### config.mk
export PLATFORM = sky130hd
export DESIGN_NAME = cfgx_top
export DESIGN_NICKNAME = d
export VERILOG_FILES = /design/src/rtl/cfgx_pkg.sv /design/src/rtl/cfgx_vtable.sv /design/src/rtl/cfgx_resp.sv /design/src/rtl/cfgx_top.sv
export SDC_FILE = /design/constraint.sdc
export NUM_CORES = 1
export LEC_CHECK = 0
export BUFFER_PORTS_ARGS = -buffer_cell sky130_fd_sc_hd__buf_2
export CORE_MARGIN = 8
export CORE_UTILIZATION = 58
export CTS_CLUSTER_DIAMETER = 120
export DETAILED_ROUTE_END_ITERATION = 12
export PLACE_DENSITY = 0.81
export SKIP_CTS_REPAIR_TIMING = 1
export SYNTH_ARGS = -nofsm -noshare
export SYNTH_HDL_FRONTEND = slang
export SYNTH_SLANG_ARGS = --single-unit
export TNS_END_PERCENT = 1
### constraint.sdc
create_clock -name clk -period 2.45 [get_ports clk]
set_clock_uncertainty 0.1 [all_clocks]
set_input_delay 0.245 -clock clk [delete_from_list [all_inputs] [get_ports clk]]
set_output_delay 0.245 -clock clk [all_outputs]
set_load 0.1 [all_outputs]
### src/rtl/cfgx_pkg.sv
package cfgx_pkg;

  localparam int WORD_W = 32;

  // stored command bits: launch (31) and the two reserved bits (19:18) dropped
  localparam logic [WORD_W-1:0] CMD_KEEP_MASK = 32'h7FF3_FFFF;

  // fixed main-board sensor reading, microvolts
  localparam logic [WORD_W-1:0] MAIN_SENSOR_UV = 32'd3300000;

  typedef struct packed {
    logic        launch;   // 31
    logic        is_write; // 30
    logic [3:0]  ctl;      // 29:26
    logic [5:0]  fn;       // 25:20
    logic [1:0]  rsvd;     // 19:18
    logic [1:0]  site;     // 17:16
    logic [3:0]  pos;      // 15:12
    logic [11:0] dev;      // 11:0
  } cmd_t;

  localparam logic [5:0] FN_SENSOR  = 6'd2;
  localparam logic [5:0] FN_VIDSEL  = 6'd7;
  localparam logic [5:0] FN_PWROFF  = 6'd8;
  localparam logic [5:0] FN_RESTART = 6'd9;
  localparam logic [5:0] FN_DISPSEL = 6'd11;

  localparam logic [1:0] SITE_MAIN     = 2'd0;
  localparam logic [1:0] SITE_DAUGHTER = 2'd1;

  function automatic logic route_ok(cmd_t c);
    return (c.ctl == 4'd0) && (c.pos == 4'd0) &&
           ((c.site == SITE_MAIN) || (c.site == SITE_DAUGHTER));
  endfunction

  function automatic logic main_dev0(cmd_t c);
    return (c.site == SITE_MAIN) && (c.dev == 12'd0);
  endfunction

  function automatic logic [1:0] status_code(logic failed);
    return {failed, 1'b1};
  endfunction

  function automatic cmd_t cmd_from_word(logic [WORD_W-1:0] w);
    return cmd_t'(w & CMD_KEEP_MASK);
  endfunction

endpackage

### src/rtl/cfgx_vtable.sv
module cfgx_vtable #(
  parameter int NSENS = 4,
  parameter int IDX_W = 2
) (
  input  logic                         clk,
  input  logic                         rst_n,
  input  logic                         we,
  input  logic [IDX_W-1:0]             idx,
  input  logic [cfgx_pkg::WORD_W-1:0]  din,
  output logic [NSENS*cfgx_pkg::WORD_W-1:0] flat
);
  import cfgx_pkg::*;

  for (genvar g = 0; g < NSENS; g++) begin : g_entry
    logic [WORD_W-1:0] q;
    always_ff @(posedge clk) begin
      if (!rst_n)                              q <= '0;
      else if (we && (idx == IDX_W'(g)))       q <= din;
    end
    assign flat[g*WORD_W +: WORD_W] = q;
  end

endmodule

### src/rtl/cfgx_resp.sv
module cfgx_resp #(
  parameter int NSENS = 4
) (
  input  cfgx_pkg::cmd_t                    cmd,
  input  logic [NSENS*cfgx_pkg::WORD_W-1:0] table_flat,
  output logic                              ok,
  output logic [cfgx_pkg::WORD_W-1:0]       rd_val,
  output logic                              pwroff_hit,
  output logic                              restart_hit
);
  import cfgx_pkg::*;

  logic unused_cmd_bits;
  assign unused_cmd_bits = ^{cmd.launch, cmd.rsvd};

  logic dev_in_table;
  assign dev_in_table = int'(cmd.dev) < NSENS;

  always_comb begin
    ok          = 1'b0;
    rd_val      = '0;
    pwroff_hit  = 1'b0;
    restart_hit = 1'b0;
    if (route_ok(cmd)) begin
      if (cmd.is_write) begin
        if (main_dev0(cmd)) begin
          unique case (cmd.fn)
            FN_VIDSEL, FN_DISPSEL: ok = 1'b1;
            FN_PWROFF:  begin ok = 1'b1; pwroff_hit  = 1'b1; end
            FN_RESTART: begin ok = 1'b1; restart_hit = 1'b1; end
            default: ;
          endcase
        end
      end else if (cmd.fn == FN_SENSOR) begin
        if (cmd.site == SITE_DAUGHTER && dev_in_table) begin
          ok = 1'b1;
          for (int i = 0; i < NSENS; i++)
            if (cmd.dev == 12'(i)) rd_val = table_flat[i*WORD_W +: WORD_W];
        end else if (main_dev0(cmd)) begin
          ok     = 1'b1;
          rd_val = MAIN_SENSOR_UV;
        end
      end
    end
  end

endmodule

### src/rtl/cfgx_top.sv
module cfgx_top #(
  parameter int ADDR_W   = 8,
  parameter int NSENS    = 4,
  parameter int OFS_DATA = 'hA0,
  parameter int OFS_CMD  = 'hA4,
  parameter int OFS_STAT = 'hA8,
  localparam int IDX_W   = (NSENS > 1) ? $clog2(NSENS) : 1
) (
  input  logic              clk,
  input  logic              rst_n,
  input  logic              bus_sel,
  input  logic              bus_wr,
  input  logic [ADDR_W-1:0] bus_addr,
  input  logic [31:0]       bus_wdata,
  output logic [31:0]       bus_rdata,
  input  logic              tbl_we,
  input  logic [IDX_W-1:0]  tbl_idx,
  input  logic [31:0]       tbl_din,
  output logic              shutdown_req,
  output logic              reboot_req
);
  import cfgx_pkg::*;

  // named bus events
  logic hit_data, hit_cmd, hit_stat, launch;
  assign hit_data = bus_sel && bus_wr && (bus_addr == ADDR_W'(OFS_DATA));
  assign hit_cmd  = bus_sel && bus_wr && (bus_addr == ADDR_W'(OFS_CMD));
  assign hit_stat = bus_sel && bus_wr && (bus_addr == ADDR_W'(OFS_STAT));
  assign launch   = hit_cmd && bus_wdata[31];

  logic [WORD_W-1:0] data_q;
  cmd_t              cmd_q;
  logic [1:0]        stat_q;
  logic              go_q;

  logic [NSENS*WORD_W-1:0] table_flat;
  logic                    xact_ok, pwroff_hit, restart_hit;
  logic [WORD_W-1:0]       xact_val;

  cfgx_vtable #(.NSENS(NSENS), .IDX_W(IDX_W)) u_table (
    .clk(clk), .rst_n(rst_n), .we(tbl_we), .idx(tbl_idx), .din(tbl_din),
    .flat(table_flat)
  );

  cfgx_resp #(.NSENS(NSENS)) u_resp (
    .cmd(cmd_q), .table_flat(table_flat), .ok(xact_ok), .rd_val(xact_val),
    .pwroff_hit(pwroff_hit), .restart_hit(restart_hit)
  );

  // internal events brought out for the checker
  logic xact_fire, xact_err, xact_load;
  assign xact_fire = go_q;
  assign xact_err  = go_q && !xact_ok;
  assign xact_load = go_q && xact_ok && !cmd_q.is_write;

  always_ff @(posedge clk) begin
    if (!rst_n) begin
      go_q   <= 1'b0;
      cmd_q  <= '0;
      data_q <= '0;
      stat_q <= '0;
    end else begin
      go_q <= launch;
      if (hit_cmd) cmd_q <= cmd_from_word(bus_wdata);
      if (xact_load)     data_q <= xact_val;
      else if (hit_data) data_q <= bus_wdata;
      if (xact_fire)     stat_q <= status_code(xact_err);
      else if (hit_stat) stat_q <= bus_wdata[1:0];
    end
  end

  assign shutdown_req = xact_fire && pwroff_hit;
  assign reboot_req   = xact_fire && restart_hit;

  always_comb begin
    bus_rdata = '0;
    if (bus_sel && !bus_wr) begin
      if (bus_addr == ADDR_W'(OFS_DATA))      bus_rdata = data_q;
      else if (bus_addr == ADDR_W'(OFS_CMD))  bus_rdata = cmd_q;
      else if (bus_addr == ADDR_W'(OFS_STAT)) bus_rdata = {30'd0, stat_q};
    end
  end

endmodule

# Word-level counts from Yosys, hierarchy flattened
# Cells that the tools add are included.
# totals
ff_bits	192
latchBits	0
ram_bits	0
mem_bits_ro	0
inputBits	79
elab_cells	92
mem_count	0
# classes
add_sub_neg	0
n_mul	0
n_div	0
order_cmp	1
n_eq_ne	15
shift	0
mux	32
bitwise	0
reduce_logical	31
# op_table
operator	count
32-bit two-way mux	12
31-bit two-way mux	1
12-bit by 2-bit == test with 1-bit output, second input constant	2
8-bit == test, second input constant	3
22-bit two-way mux	1
1-bit logical AND	19
6-bit by 4-bit == test with 1-bit output, second input constant	3
1-bit two-way mux	15
12-bit by 1-bit == test with 1-bit output, second input constant	1
12-bit zero test	1
12-bit by 3-bit less-than comparator with 1-bit output, second input constant	1
4-bit zero test	2
6-bit by 2-bit == test with 1-bit output, second input constant	1
6-bit by 3-bit == test with 1-bit output, second input constant	1
2-bit two-way mux	3
2-bit by 1-bit == test with 1-bit output, second input constant	2
2-bit == test, second input constant	2
2-bit zero test	2
2-bit nonzero test	2
4-bit OR reduction	1
1-bit zero test	3
1-bit logical OR	1

# Logic depth before layout (Yosys ltp)
# logic_depth
word_depth	10
ltp_mapped	7
ltp_nobuf	5

# Cells and area by module
# A second synthesis with hierarchy kept.
# hier_totals
cells_unflattened	883
area_unflattened_um2	9321.4
# modules_own_cells
module	n_inst	cells_each	area_per_inst_um2	seq_area_each_um2
cfgx_vtable	1	453	4792.1	2562.5
cfgx_top	1	330	3095.5	1281.2
cfgx_resp	1	100	1433.9	0.0

# Worst setup path before layout
# Ideal clock, no wire load.
# synth_timing
path_kind	reg-to-output
from	register cmd_q[2] in the netlist's numbering
to	output port reboot_req
t_arrival_ns	4.436
required_ns	2.105
setup_slack_ns	-2.331
path_stages_with_launch	5
path_buffers	0
path_cell_list	dfxtp_1 -> nor4_2 -> nand3_2 -> or4_1 -> nor4b_1
# synth_via
elab_chain_cells	6
# synth_lines
element	line_no	source
start, declared	cfgx_top.sv:32	cmd_t cmd_q;
start signal, assigned	cfgx_top.sv:64	if (hit_cmd) cmd_q <= cmd_from_word(bus_wdata);
12-bit zero test	cfgx_pkg.sv:37	return (c.site == SITE_MAIN) && (c.dev == 12'd0);
1-bit logical AND	cfgx_pkg.sv:37	
1-bit two-way mux	cfgx_resp.sv:26	if (main_dev0(cmd)) begin
1-bit two-way mux	cfgx_resp.sv:25	if (cmd.is_write) begin
1-bit two-way mux	cfgx_resp.sv:24	if (route_ok(cmd)) begin
1-bit logical AND	cfgx_top.sv:73	assign reboot_req = xact_fire && restart_hit;
end, declared	cfgx_top.sv:20	output logic reboot_req
# Every way passes these cells.

# Final worst setup path
# layout_timing
from	register cmd_q[27] in the netlist's numbering
to	output port reboot_req
# layout_via
elab_chain_cells	5
# layout_lines
element	line_no	source
4-bit zero test	cfgx_pkg.sv:32	return (c.ctl == 4'd0) && (c.pos == 4'd0) &&
1-bit logical AND (2 in series)	cfgx_pkg.sv:32	
1-bit two-way mux	cfgx_resp.sv:24	
1-bit logical AND	cfgx_top.sv:73	
# Every way passes these cells.

==> reports/qor.csv <==
stage,metric,value,unit
grt,vias in the first global route,7769,
place,routability cong.,0.899,
timing,Period minus WS final,2.74,ns
clock_network,latest clock arrival within the worst-skew pair,0.43,ns
place,detailed placer's ending HPWL,16300,µm
clock_network,H-tree depth,4,
synth,"Seq/Total Area, Yosys",43.0,%
timing,RSZ-0062 raised after global routing,yes,
floorplan,Die Span Y,140,µm
grt,overall global routing resource usage,25.0,%
floorplan,IO Pins,113,
drt,DRT Wirelength,25000,µm
power_and_ir_drop,clock group share of total power,40.6,%
synth,cell count after synthesis,1069,
synth,"FFs w/ async S/R, synth",0,%
outcome,status,"complete, but fails checks",
clock_network,clk slew on worst S/H paths,0.07,ns
synth,synth top area cells,"dfxtp_1, nand2_1, a21boi_0",
setup_path,worst flop-to-flop path startpoint,cmd_q[8],
layout,Final Non-Filler Cells,1359,
hold_path,min-delay src,bus_wdata[30],
drt,vias per inst,5.95,
synth,synth warn,0,
power_and_ir_drop,worst vdd ir,0.475,mV
setup_path,crit path kind,register to output port,
synth,most frequent cells after synthesis,"nand2_1, dfxtp_1, a21boi_0, nor2_1, clkbuf_1",
synth,Seq cells post-synth,192,
synth,Avg Synthesized Cell Area,8.36,µm²
timing,Final Worst Setup Slack,-0.292,ns
drt,"antenna viol nets, final",0,
drt,Pre-Repair DR Iteration Count,6,
drt,via count,8087,
power_and_ir_drop,sequential power share,52.7,%
grt,first-pass GRT wire length,39900,µm
timing,Final Cycle Share,112,%
hold_path,HP Class,primary input to register,
setup_path,Critical path origin,cmd_q[27],
floorplan,Core Area,15100,µm²
grt,initial antenna violation count,3,
power_and_ir_drop,power after layout,6.12,mW
timing,FMAX,365,MHz
power_and_ir_drop,P_int,4.71,mW
layout,# fillers,1138,
outcome,violated checks,"negative hold slack, negative setup slack",
power_and_ir_drop,switching power,1.41,mW
setup_path,WP data arrival,2.40,ns
synth,Main synth FF type,dfxtp_1,
clock_network,Clock Tree Buf Depth,2,
power_and_ir_drop,P_leak,4.42,nW
layout,area growth from synthesis to layout,23.2,%
clock_network,Clock Tree Root,clkbuf_16,
floorplan,DIE AREA,19600,µm²
setup_path,worst-path fanout max,3,
synth,post-synthesis cell area,8940,µm²
layout,share of cells above drive strength 1,19.3,%
timing,worst slew slack as a fraction of its limit,42.5,%
place,PortBufs,112,
clock_network,CTS Sinks,192,
power_and_ir_drop,switching part of the total,23.0,%
clock_network,CTS tree,built,
layout,post-layout util,72.7,%
timing,Pins Over Slew Limit,0,
timing,Final Setup Violations,2,
job,MaxCap Viol Count,0,
floorplan,Initial Util,59.0,%
drt,Iter 0 DRT Violations,749,
setup_path,Worst Path Required,2.11,ns
floorplan,FP Rows,45,
power_and_ir_drop,Comb pwr share,6.7,%
power_and_ir_drop,pwr dens,556,nW/µm²
timing,final hold viol count,5,
timing,Slew @ Worst Pin,0.862,ns
synth,top-count cell post-synth,nand2_1,
place,dpl cells,1314,
setup_path,CP Capture Type,output port,
grt,largest net degree at the start of global routing,68,
synth,post-synth cell types,45,
layout,cell area after layout,11000,µm²
drt,drt wl/cell,18.4,µm
timing,hold slack final,-0.0130,ns
setup_path,CP Launch Type,register,
layout,Final #Nets,1236,
grt,global route overflow,0,
synth,Mapped Nets,1148,
drt,Residual DRC,0,
floorplan,chip width,140,µm
place,dpl cell area,10300,µm²
synth,leading area contributor after synthesis,dfxtp_1,
synth,Synth top area share,43.0,%
synth,Post-synth EDFFs,0,
clock_network,clock buffer count from CTS,17,
worst paths after layout:
| kind | end | slack (ns) | depth (start not counted) |
|---|---|---|---|
| hold / removal | cmd_q[30] | -0.01 | 3 |
| setup reg to reg | data_q[4] | 0.07 | 7 |
| hold reg to reg | u_table.g_entry[3].q[31] | 0.36 | 2 |
| setup / recovery | reboot_req | -0.29 | 5 |
stage by stage:
step	setup slack (ns)	hold slack (ns)	setup TNS, ns
floorplan	-0.397	0.259	-7.94
global placement	0.0722	0.344	0
detailed placement	0.0372	0.353	0
CTS	-0.497	-0.0654	-0.955
global route	-0.377	0.000834	-0.825
finish	-0.292	-0.0130	-0.537
routing by layer:
metal | vias up | wire (µm) | GRT usage (%) | part of all wire (%)
li1 | 3861 | - | - | -
met1 | 3825 | 10600 | 31.4 | 43
met2 | 351 | 11600 | 40.3 | 46
met3 | 50 | 2210 | 6.73 | 8.8
met4 | 0 | 537 | 9.26 | 2.2
met5 | - | 0 | 0 | 0
worst max-delay path, stage by stage (launching register included):
cell and delay, ns:
dfxtp_1 0.34, nor4_4 0.36, nand3_1 0.15, or4_4 0.58
nor4b_4 0.32, buf_12 0.21
registers in the layout, summed over array words and instances (netlist names):
| register | flops |
|---|---|
| u_table.g_entry.q | 128 |
| stat_q | 2 |
| data_q | 32 |
| cmd_q | 29 |
| go_q | 1 |
power groups by stage:
stage                     logic [mW]  clock network (mW)  registers (mW)
after floorplan                0.217                   0            3.29
after global placement         0.383                   0            3.29
after detailed placement       0.391                   0            3.29
after CTS                      0.394                2.50            3.22
after global routing           0.453                2.63            3.23
final                          0.413                2.48            3.22
cell type report:
cell class	count	area, µm²	area share (%)
diodes	3	7.51	0.0682
multi-input cells	788	4920	44.7
clock inverters	7	37.5	0.341
inverters	3	11.3	0.102
clock buffers	23	478	4.34
repair buffers	155	1480	13.4
flip-flops and latches	192	3850	34.9
well taps	188	235	2.14
layout by cell type, fill, tap and decap left out, types with 8 or more instances in the layout:
master and count:
o21ai_0 44, dfxtp_1 189, buf_4 29, dlygate4sd3_1 9, nor2_1 59, a221o_1 8, o22ai_1 12, nor2_2 22
nor2b_1 36, buf_12 38, o211a_1 21, mux2i_1 67, clkbuf_16 17, a21boi_0 131, nand2_1 279, a22oi_1 27
buf_2 77
cells by family (layout without fill, tap and decap cells):
kind of cell | Yosys count | in the layout | share of synthesized area [%]
other | 0 | 3 | 0
multiplexers | 77 | 77 | 9.27
buffers and inverters | 89 | 188 | 3.84
AO/OA/AOI/OAI | 269 | 269 | 22.3
flip-flops | 192 | 192 | 43.0
AND/OR/NAND/NOR | 442 | 442 | 21.6
(Power assumes the default switching activity.)
